<file path="src/rtl/ir_rle_pkg.sv">
package ir_rle_pkg;
  localparam int LEN_W  = 7;
  localparam int CODE_W = LEN_W + 1;
  localparam int RUN_MAX = (1 << LEN_W) - 1;

  localparam logic [1:0] ADDR_DATA = 2'd0;
  localparam logic [1:0] ADDR_STAT = 2'd1;
  localparam logic [1:0] ADDR_IE   = 2'd2;
  localparam logic [1:0] ADDR_CTL  = 2'd3;

  localparam int CTL_INV  = 0;
  localparam int CTL_GATE = 1;
  localparam int CTL_DIS  = 5;
  localparam int IE_RX    = 0;
  localparam int IE_ERR   = 2;
  localparam int ST_AVAIL = 0;
  localparam int ST_OVR   = 1;

  localparam logic [7:0] CTL_MASK = 8'((1 << CTL_INV) | (1 << CTL_GATE) | (1 << CTL_DIS));
  localparam logic [7:0] IE_MASK  = 8'((1 << IE_RX) | (1 << IE_ERR));

  typedef struct packed {
    logic              push;
    logic [CODE_W-1:0] code;
    logic              pop;
    logic              statRd;
  } rle_strobe_t;
endpackage

</file>
<file path="src/rtl/ir_rle_tick.sv">
module ir_rle_tick #(
  parameter int DIV_W = 16
) (
  input  logic             clk,
  input  logic             rstN,
  input  logic [DIV_W-1:0] tickDiv,
  output logic             tick
);
  logic [DIV_W-1:0] divCnt;

  assign tick = (divCnt >= tickDiv);

  always_ff @(posedge clk or negedge rstN) begin
    if (!rstN)     divCnt <= '0;
    else if (tick) divCnt <= '0;
    else           divCnt <= divCnt + 1'b1;
  end

  // with a nonzero divider, two ticks never fall on adjacent cycles
  p_tick_spacing_r2: assert property (@(posedge clk) disable iff (!rstN)
    (tick && tickDiv != '0) |=> (!tick || tickDiv == '0));
endmodule

</file>
<file path="src/rtl/ir_rle_ctrl.sv">
module ir_rle_ctrl
  import ir_rle_pkg::*;
#(
  parameter int SYNC_STAGES = 2
) (
  input  logic        clk,
  input  logic        rstN,
  input  logic        irIn,
  input  logic        txActive,
  input  logic        tick,
  input  logic [1:0]  regAddr,
  input  logic        regWr,
  input  logic        regRd,
  input  logic [7:0]  regWdata,
  output rle_strobe_t strobe,
  output logic [7:0]  ieReg,
  output logic [7:0]  ctlReg
);
  logic [SYNC_STAGES-1:0] syncQ;
  logic                   lineLvl;
  logic                   blocked;
  logic                   armed;
  logic                   runLvl;
  logic [LEN_W-1:0]       runCnt;
  logic                   pushQ;
  logic [CODE_W-1:0]      codeQ;

  // input synchronizer, idle line is high
  always_ff @(posedge clk or negedge rstN) begin
    if (!rstN) syncQ <= '1;
    else       syncQ <= {syncQ[SYNC_STAGES-2:0], irIn};
  end

  assign lineLvl = syncQ[SYNC_STAGES-1] ^ ctlReg[CTL_INV];
  assign blocked = ctlReg[CTL_DIS] | (ctlReg[CTL_GATE] & txActive);

  // host-writable configuration
  always_ff @(posedge clk or negedge rstN) begin
    if (!rstN) begin
      ieReg  <= '0;
      ctlReg <= '0;
    end else if (regWr) begin
      if (regAddr == ADDR_IE)  ieReg  <= regWdata & IE_MASK;
      if (regAddr == ADDR_CTL) ctlReg <= regWdata & CTL_MASK;
    end
  end

  // run-length measurement
  always_ff @(posedge clk or negedge rstN) begin
    if (!rstN) begin
      armed  <= 1'b0;
      runLvl <= 1'b1;
      runCnt <= '0;
      pushQ  <= 1'b0;
      codeQ  <= '0;
    end else begin
      pushQ <= 1'b0;
      if (blocked) begin
        armed  <= 1'b0;
        runLvl <= lineLvl;
        runCnt <= '0;
      end else if (tick) begin
        if (!armed) begin
          if (lineLvl != runLvl) begin
            armed  <= 1'b1;
            runLvl <= lineLvl;
            runCnt <= LEN_W'(1);
          end
        end else if (lineLvl == runLvl) begin
          if (runCnt == LEN_W'(RUN_MAX - 1)) begin
            pushQ  <= 1'b1;
            codeQ  <= {runLvl, LEN_W'(RUN_MAX)};
            runCnt <= '0;
          end else begin
            runCnt <= runCnt + 1'b1;
          end
        end else begin
          if (runCnt != '0) begin
            pushQ <= 1'b1;
            codeQ <= {runLvl, runCnt};
          end
          runLvl <= lineLvl;
          runCnt <= LEN_W'(1);
        end
      end
    end
  end

  assign strobe.push   = pushQ;
  assign strobe.code   = codeQ;
  assign strobe.pop    = regRd && (regAddr == ADDR_DATA);
  assign strobe.statRd = regRd && (regAddr == ADDR_STAT);

  // a blocked receiver pushes nothing in the following cycle
  p_blocked_silent_r9: assert property (@(posedge clk) disable iff (!rstN)
    blocked |=> !strobe.push);
  // every pushed code carries a nonzero length
  p_len_nonzero_r1: assert property (@(posedge clk) disable iff (!rstN)
    strobe.push |-> (strobe.code[LEN_W-1:0] != '0));
  // the live count never reaches the saturation value
  p_run_bound_r3: assert property (@(posedge clk) disable iff (!rstN)
    runCnt < LEN_W'(RUN_MAX));
endmodule

</file>
<file path="src/rtl/ir_rle_dp.sv">
module ir_rle_dp
  import ir_rle_pkg::*;
#(
  parameter int DEPTH = 16
) (
  input  logic        clk,
  input  logic        rstN,
  input  rle_strobe_t strobe,
  input  logic [1:0]  regAddr,
  input  logic [7:0]  ieReg,
  input  logic [7:0]  ctlReg,
  output logic [7:0]  regRdata,
  output logic        irq
);
  localparam int AW = (DEPTH > 1) ? $clog2(DEPTH) : 1;
  localparam int CW = $clog2(DEPTH + 1);

  logic [CODE_W-1:0] mem [DEPTH];
  logic [AW-1:0]     wrPtr, rdPtr;
  logic [CW-1:0]     fillCnt;
  logic              full, empty, doPush, doPop, ovr;

  assign full   = (fillCnt == CW'(DEPTH));
  assign empty  = (fillCnt == '0);
  assign doPush = strobe.push && !full;
  assign doPop  = strobe.pop && !empty;

  always_ff @(posedge clk) begin
    if (doPush) mem[wrPtr] <= strobe.code;
  end

  always_ff @(posedge clk or negedge rstN) begin
    if (!rstN) begin
      wrPtr   <= '0;
      rdPtr   <= '0;
      fillCnt <= '0;
    end else begin
      if (doPush) wrPtr <= (wrPtr == AW'(DEPTH - 1)) ? '0 : wrPtr + 1'b1;
      if (doPop)  rdPtr <= (rdPtr == AW'(DEPTH - 1)) ? '0 : rdPtr + 1'b1;
      case ({doPush, doPop})
        2'b10:   fillCnt <= fillCnt + 1'b1;
        2'b01:   fillCnt <= fillCnt - 1'b1;
        default: fillCnt <= fillCnt;
      endcase
    end
  end

  // sticky loss flag; a fresh loss wins over a clearing read
  always_ff @(posedge clk or negedge rstN) begin
    if (!rstN)                      ovr <= 1'b0;
    else if (strobe.push && full)   ovr <= 1'b1;
    else if (strobe.statRd)         ovr <= 1'b0;
  end

  always_comb begin
    case (regAddr)
      ADDR_DATA: regRdata = empty ? 8'h00 : 8'(mem[rdPtr]);
      ADDR_STAT: begin
        regRdata           = '0;
        regRdata[ST_AVAIL] = !empty;
        regRdata[ST_OVR]   = ovr;
      end
      ADDR_IE:   regRdata = ieReg;
      default:   regRdata = ctlReg;
    endcase
  end

  assign irq = (ieReg[IE_RX] & !empty) | (ieReg[IE_ERR] & ovr);

  // a byte dropped on a full FIFO leaves the overrun bit set
  p_drop_sets_ovr_r7: assert property (@(posedge clk) disable iff (!rstN)
    (strobe.push && full) |=> ovr);
  // a status read without a new loss leaves the bit clear
  p_stat_clears_r7: assert property (@(posedge clk) disable iff (!rstN)
    (strobe.statRd && !(strobe.push && full)) |=> !ovr);
  // occupancy stays within the FIFO depth
  p_no_overflow_r5: assert property (@(posedge clk) disable iff (!rstN)
    fillCnt <= CW'(DEPTH));
  // an empty FIFO reads back as the no-activity code
  p_empty_zero_r5: assert property (@(posedge clk) disable iff (!rstN)
    (regAddr == ADDR_DATA && empty) |-> (regRdata == 8'h00));
  // enabled data-available always reaches the interrupt pin
  p_irq_rx_r8: assert property (@(posedge clk) disable iff (!rstN)
    (ieReg[IE_RX] && !empty) |-> irq);
endmodule

</file>
<file path="src/rtl/ir_rle_rx.sv">
module ir_rle_rx
  import ir_rle_pkg::*;
#(
  parameter int DIV_W       = 16,
  parameter int DEPTH       = 16,
  parameter int SYNC_STAGES = 2
) (
  input  logic             clk,
  input  logic             rstN,
  input  logic             irIn,
  input  logic             txActive,
  input  logic [DIV_W-1:0] tickDiv,
  input  logic [1:0]       regAddr,
  input  logic             regWr,
  input  logic             regRd,
  input  logic [7:0]       regWdata,
  output logic [7:0]       regRdata,
  output logic             irq
);
  logic        tick;
  rle_strobe_t strobe;
  logic [7:0]  ieReg;
  logic [7:0]  ctlReg;

  ir_rle_tick #(.DIV_W(DIV_W)) u_tick (
    .clk(clk), .rstN(rstN), .tickDiv(tickDiv), .tick(tick)
  );

  ir_rle_ctrl #(.SYNC_STAGES(SYNC_STAGES)) u_ctrl (
    .clk(clk), .rstN(rstN), .irIn(irIn), .txActive(txActive), .tick(tick),
    .regAddr(regAddr), .regWr(regWr), .regRd(regRd), .regWdata(regWdata),
    .strobe(strobe), .ieReg(ieReg), .ctlReg(ctlReg)
  );

  ir_rle_dp #(.DEPTH(DEPTH)) u_dp (
    .clk(clk), .rstN(rstN), .strobe(strobe), .regAddr(regAddr),
    .ieReg(ieReg), .ctlReg(ctlReg), .regRdata(regRdata), .irq(irq)
  );
endmodule

</file>
<file path="config.mk">
export PLATFORM = sky130hd
export DESIGN_NAME = ir_rle_rx
export DESIGN_NICKNAME = d
export VERILOG_FILES = /design/src/rtl/ir_rle_pkg.sv /design/src/rtl/ir_rle_tick.sv /design/src/rtl/ir_rle_ctrl.sv /design/src/rtl/ir_rle_dp.sv /design/src/rtl/ir_rle_rx.sv
export SDC_FILE = /design/constraint.sdc
export NUM_CORES = 1
export LEC_CHECK = 0
export ABC_CLOCK_PERIOD_IN_PS = 3700
export BUFFER_PORTS_ARGS = -buffer_cell sky130_fd_sc_hd__buf_2
export CORE_MARGIN = 1
export CORE_UTILIZATION = 61
export CTS_CLUSTER_DIAMETER = 120
export CTS_CLUSTER_SIZE = 28
export DETAILED_ROUTE_END_ITERATION = 12
export GPL_TIMING_DRIVEN = 0
export PLACE_DENSITY_LB_ADDON = 0.12
export SYNTH_ARGS = -nofsm -noshare
export SYNTH_HDL_FRONTEND = slang
export SYNTH_HIERARCHICAL = 1
export SYNTH_SLANG_ARGS = --single-unit
</file>
<file path="constraint.sdc">
create_clock -name clk -period 3.7 [get_ports clk]
set_clock_uncertainty 0.15 [all_clocks]
set_input_delay 0.37 -clock clk [delete_from_list [all_inputs] [get_ports clk]]
set_output_delay 0.37 -clock clk [all_outputs]
set_load 0.005 [all_outputs]
</file>
# After elaboration in Yosys (flattened, before gate mapping)
# Memory sizes are Yosys's and may differ from the RTL's.
# Cells that the tools add are included.
[totals]
output_inout_bits = 9
inputBits = 32
mem_count = 1
mem_bits_rw = 128
ff_bits = 55
word_cells = 95
[memory_table]
columns = ["memory", "depth", "width", "rd", "rd_ports_with_merged_regs", "wr", "line_no", "rtl"]
rows = [
  ["u_dp.mem", 16, 8, 1, 0, 1, "ir_rle_dp.sv:18", "logic [CODE_W-1:0] mem [DEPTH];"],
]
[op_classes]
n_addsub = 6
reduce_logical = 20
n_lt_le_gt_ge = 1
n_bitwise = 7
mux = 34
n_eq_ne = 13
[ops]
columns = ["cell", "count"]
rows = [
  ["$mux W7", 6],
  ["$mux W8", 4],
  ["$pmux W8 S3", 1],
  ["$mux W1", 19],
  ["$add A16 B1 Y16 const B", 1],
  ["$ge A16 B16 Y1", 1],
  ["$mux W16", 1],
  ["$pmux W5 S2", 1],
  ["$add A4 B1 Y4 const B", 2],
  ["$eq A4 B4 Y1 const B", 2],
  ["$mux W4", 2],
  ["$reduce_bool A2 Y1", 4],
  ["$add A7 B1 Y7 const B", 1],
  ["$eq A7 B7 Y1 const B", 1],
  ["$reduce_bool A7 Y1", 1],
  ["$eq A2 B2 Y1 const B", 3],
  ["$reduce_and A2 Y1", 3],
  ["$add A5 B1 Y5 const B", 1],
  ["$eq A5 B5 Y1 const B", 1],
  ["$logic_and A1 B1 Y1", 5],
  ["$logic_not A5 Y1", 1],
  ["$reduce_and A5 Y1", 1],
  ["$sub A5 B1 Y5 const B", 1],
  ["$eq A2 B1 Y1 const B", 2],
  ["other kinds (12)", 16],
]

# Longest topological paths before layout
[logic_depth]
depth_word = 6
mapped_depth = 15
mapped_depth_nobuf = 12

# By module
# The synthesis kept the hierarchy.
[by_module_without_submodules]
columns = ["mod", "cells_each", "seq_area_each_um2", "n_inst", "area_per_inst_um2"]
rows = [
  ["ir_rle_dp", 366, 4194.0, 1, 6095.8],
  ["ir_rle_ctrl", 113, 629.4, 1, 1353.8],
  ["ir_rle_tick", 126, 400.4, 1, 1111.1],
]

# Worst setup path before layout
# No wires, ideal clock.
[synth_path]
path_kind = "register to register"
start = "reg u_tick.divCnt[11]"
end = "reg u_ctrl.codeQ[7]"
stages_incl_launch_ff = 11
arrival_time_ns = 2.787
period_less_slack_ns = 3.062
required_time_ns = 3.425
slack_ns = 0.638
setup_ns = 0.125
path_cell_list = "dfrtp_1 > ha_1 > and4_1 > nand3b_1 > or4_1 > o211ai_2 > buf_6 > and2_1 > nand2_1 > o31ai_4 > mux2_4"
[synth_between]
elab_chain_len = 2
[synth_lines]
columns = ["item", "line_no", "rtl"]
rows = [
  ["from (decl)", "ir_rle_tick.sv:9", "logic [DIV_W-1:0] divCnt;"],
  ["from (signal assigned)", "ir_rle_tick.sv:16", "else divCnt <= divCnt + 1'b1;"],
  ["$ge A16 B16 Y1", "ir_rle_tick.sv:11", "assign tick = (divCnt >= tickDiv);"],
  ["via tick", "ir_rle_rx.sv:20", "logic tick;"],
  ["$reduce_and A5 Y1 (no line)", "--", ""],
  ["to (signal assigned)", "ir_rle_ctrl.sv:72", "codeQ <= {runLvl, LEN_W'(RUN_MAX)};"],
  ["to (signal assigned)", "ir_rle_ctrl.sv:80", "codeQ <= {runLvl, runCnt};"],
  ["to (decl)", "ir_rle_ctrl.sv:26", "logic [CODE_W-1:0] codeQ;"],
]
# The timed path passes the listed nets, and every way through them passes these cells.
# A chain may end at the register's enable or synchronous reset.

# Worst setup path after layout
# Ends and elaborated chain as after synthesis.

==> summary.md <==
| Metric | Value |
|---|---|
| Global-route wire length before repair | 28000 um |
| Pin count of the biggest net entering global routing | 56 |
| Sequential fraction of the synthesis area | 0.610 |
| Layout Cells excl Fill | 861 |
| Crit-path leading delay family | simple AND/OR/NAND/NOR gates |
| Period utilisation layout | 0.950 |
| Final WL | 17600 um |
| N_diodes | 0 |
| Peak clock frequency supported by timing | 284 MHz |
| Cell Chain, Critical Path | ha_1, and4_1, nand3b_1, or4_1, o211ai_2, buf_6, and2_1, nand2_1, o31ai_4, mux2_4 |
| CTS-repair resized insts | 0 |
| Cell taking the most area after synthesis | edfxtp_1 |
| RR Endpoint | u_ctrl/codeQ[7] |
| Drt pass-1 iters | 5 |
| Die height | 120 um |
| CP bufs+invs | 1 |
| Start point of the critical path | u_tick/divCnt[11] |
| GPL Wtd Cong | 0.828 |
| Area grow syn2layout | 12.6% |
| WL/cell | 20.4 um |
| Startpoint types | flop |
| CTS Hold Buffers Added | 1 |
| DIE WIDTH | 120 um |
| Clk sinks | 183 |
| CP endpoint | u_ctrl/codeQ[7] |
| WP data required | 3.87 ns |
| Nets | 734 |
| IO buf count | 36 |
| CTS Buf Count | 17 |
| Filler cell count | 935 |
| Antenna violations before repair | 0 |
| LEAKAGE | 3.99 nW |
| Min cycle time layout | 3.52 ns |
| Final Hold Vio Count | 0 |
| Worst Hold Class | in2reg |
| DRC | 0 |
| Placed insts | 827 |
| Synth warnings | 6 |
| Starting Density | 0.636 |
| I/O pin total | 41 |
| Dpl ws | 0.179 ns |
| Yosys reg bits | 183 |
| Vias per std cell | 6.03 |
| Area share of the largest cell type after synthesis | 0.449 |
| Worst r2r path cells | 10 |
| Share of layout cells above drive strength 1 | 0.242 |
| Die area | 14500 sq um |
| Post-synthesis cell count | 605 |
| Clock Tree Root | clkbuf_16 |
| Main synth FF type | edfxtp_1 |
| Post-synth cell types | 70 |
| Post-route total power | 5.45 mW |
| Post-synth top cells | edfxtp_1, dfrtp_1, nor2_1, nand2_1, ha_1 |
| Final ANT Viol Nets | 0 |
| Num rows | 42 |
| Deepest clock path buffer count | 2 |
| Vias | 5195 |
| Total Routing Usage GR | 0.266 |
| CTS tree | done |
| CP max stage cell | o31ai_4 |
| Slew Limit Fails | 0 |
| GR Overflow Total | 0 |
| Flop2flop setup slack | 0.18 ns |
| Worst-margin pin slew | 1.31 ns |
| Final instance area | 9640 sq um |
| Worst skew pair latency | 0.43 ns |
| Status | finished clean |
| Final HPWL DP | 12000 um |
| Clk pin slew, worst setup/hold paths | 0.06 ns |
| Synth area leaders | edfxtp_1, dfrtp_1, mux4_2, ha_1, mux2_2 |
| Mapped cell area | 8560 sq um |
| H-tree lvl count | 4 |
| DR iter-0 viols | 419 |
| Core Area | 13500 sq um |
| Vias in the first global route | 5194 |
| Top-count cell post-synth | edfxtp_1 |
| Peak VDD IR | 377 uV |
| PwrDens | 566 nW/um^2 |
| Final setup viols | 0 |
| Slowest cell delay on critical path | 0.51 ns |
| Crit Path Max Fanout | 14 |
| RSZ-0062 raised after global routing | no |
| CP Class | reg2reg |
| Cell Area, Placed | 9010 sq um |
| Setup Fix Bufs, Post-CTS | 0 |
| Setup TNS | 0 ns |
| Worst Setup End Kind | flop |
| Critical Path Stages | 10 |
| Number of flops mapped to enable cells by yosys | 128 |
| Max Cap Viol | 0 |
| Syn Area/Cell | 14.1 sq um |
| Crit path DAT | 3.68 ns |
| Worst slew margin | 0.123 |
| Reg2reg start | u_tick/divCnt[11] |
| Final worst setup slack | 0.184 ns |
| Async SR Flop Fraction | 0.301 |
==> stage by stage <==
stage / hold slack, ns / utilization
after floorplan: -0.0756 / -
after global placement: 0.196 / 0.669
after detailed placement: 0.200 / 0.670
after CTS: 0.00342 / 0.714
after global routing: 0.0252 / 0.717
final: 0.0226 / 0.717
==> sequential cells by signal, indices dropped and copies added (netlist names), 3 cells and up <==
register and count:
u_ctrl/runCnt 7, u_dp/wrPtr 4, u_tick/divCnt 16, u_dp/fillCnt 5, u_dp/rdPtr 4, u_ctrl/ctlReg 3, u_dp/mem 128, u_ctrl/codeQ 8
==> cell type report <==
type / count / area (sq um) / area share
Sequential cell: 183 / 5220 / 0.542
Clock buffer: 18 / 429 / 0.0445
Multi-Input combinational cell: 369 / 3050 / 0.317
Clock inverter: 13 / 156 / 0.0162
Tap cell: 176 / 220 / 0.0228
Timing Repair Buffer: 39 / 220 / 0.0228
Inverter: 28 / 105 / 0.0109
Buffer: 35 / 231 / 0.0240
==> kinds of logic (layout without fill, tap and decap cells) <==
logic type,count (synthesis),after routing,share of synthesized area
multiplexers,70,70,0.118
other,1,11,0.000438
XOR/XNOR,25,25,0.0275
buffers and inverters,63,133,0.0393
AND/OR/NAND/NOR,150,150,0.0892
adder cells (fa/ha/maj),29,29,0.0424
AO/OA/AOI/OAI,84,84,0.0729
flip-flops,183,183,0.610
==> layer usage <==
| metal | GRT usage | up-vias | wire (um) |
|---|---|---|---|
| li1 | - | 2378 | - |
| met2 | 0.431 | 185 | 8760 |
| met4 | 0.114 | 0 | 451 |
| met1 | 0.359 | 2602 | 7440 |
| met3 | 0.0434 | 30 | 958 |
| met5 | 0 | - | 0 |
==> cells in the final DEF, fill, tap and decap left out, drive strengths merged, types with 6 or more instances in the layout <==
cell and n:
mux4 22, ha 29, nand2 35, inv 29, dfrtp 52, o22a 7
edfxtp 128, clkbuf 23, nand3 14, nand2b 7, o22ai 6, nor3 8
conb 11, nor2 48, xnor2 12, o21ai 15, and2 7, a21oi 22
mux2 25, xor2 12, buf 67, mux2i 23
==> power breakdown <==
group	total (mW)	leakage [nW]	internal (mW)	switching, mW
clock network	1.79	0.276	1.05	0.740
logic	1.26	1.61	0.562	0.701
registers	2.40	2.11	2.27	0.123
==> worst min-delay path by stage <==
stage                    start                to  cells past startpoint
2_1_floorplan             rstN      u_ctrl/armed                      0
3_3_place_gp   u_ctrl/syncQ[0]   u_ctrl/syncQ[1]                      0
6_report           regWdata[2]   u_ctrl/ieReg[2]                      2
4_1_cts            regWdata[5]  u_ctrl/ctlReg[5]                      2
3_5_place_dp   u_ctrl/syncQ[0]   u_ctrl/syncQ[1]                      0
5_1_grt            regWdata[2]   u_ctrl/ieReg[2]                      2
No activity file was read; power rests on OpenSTA's default activity.
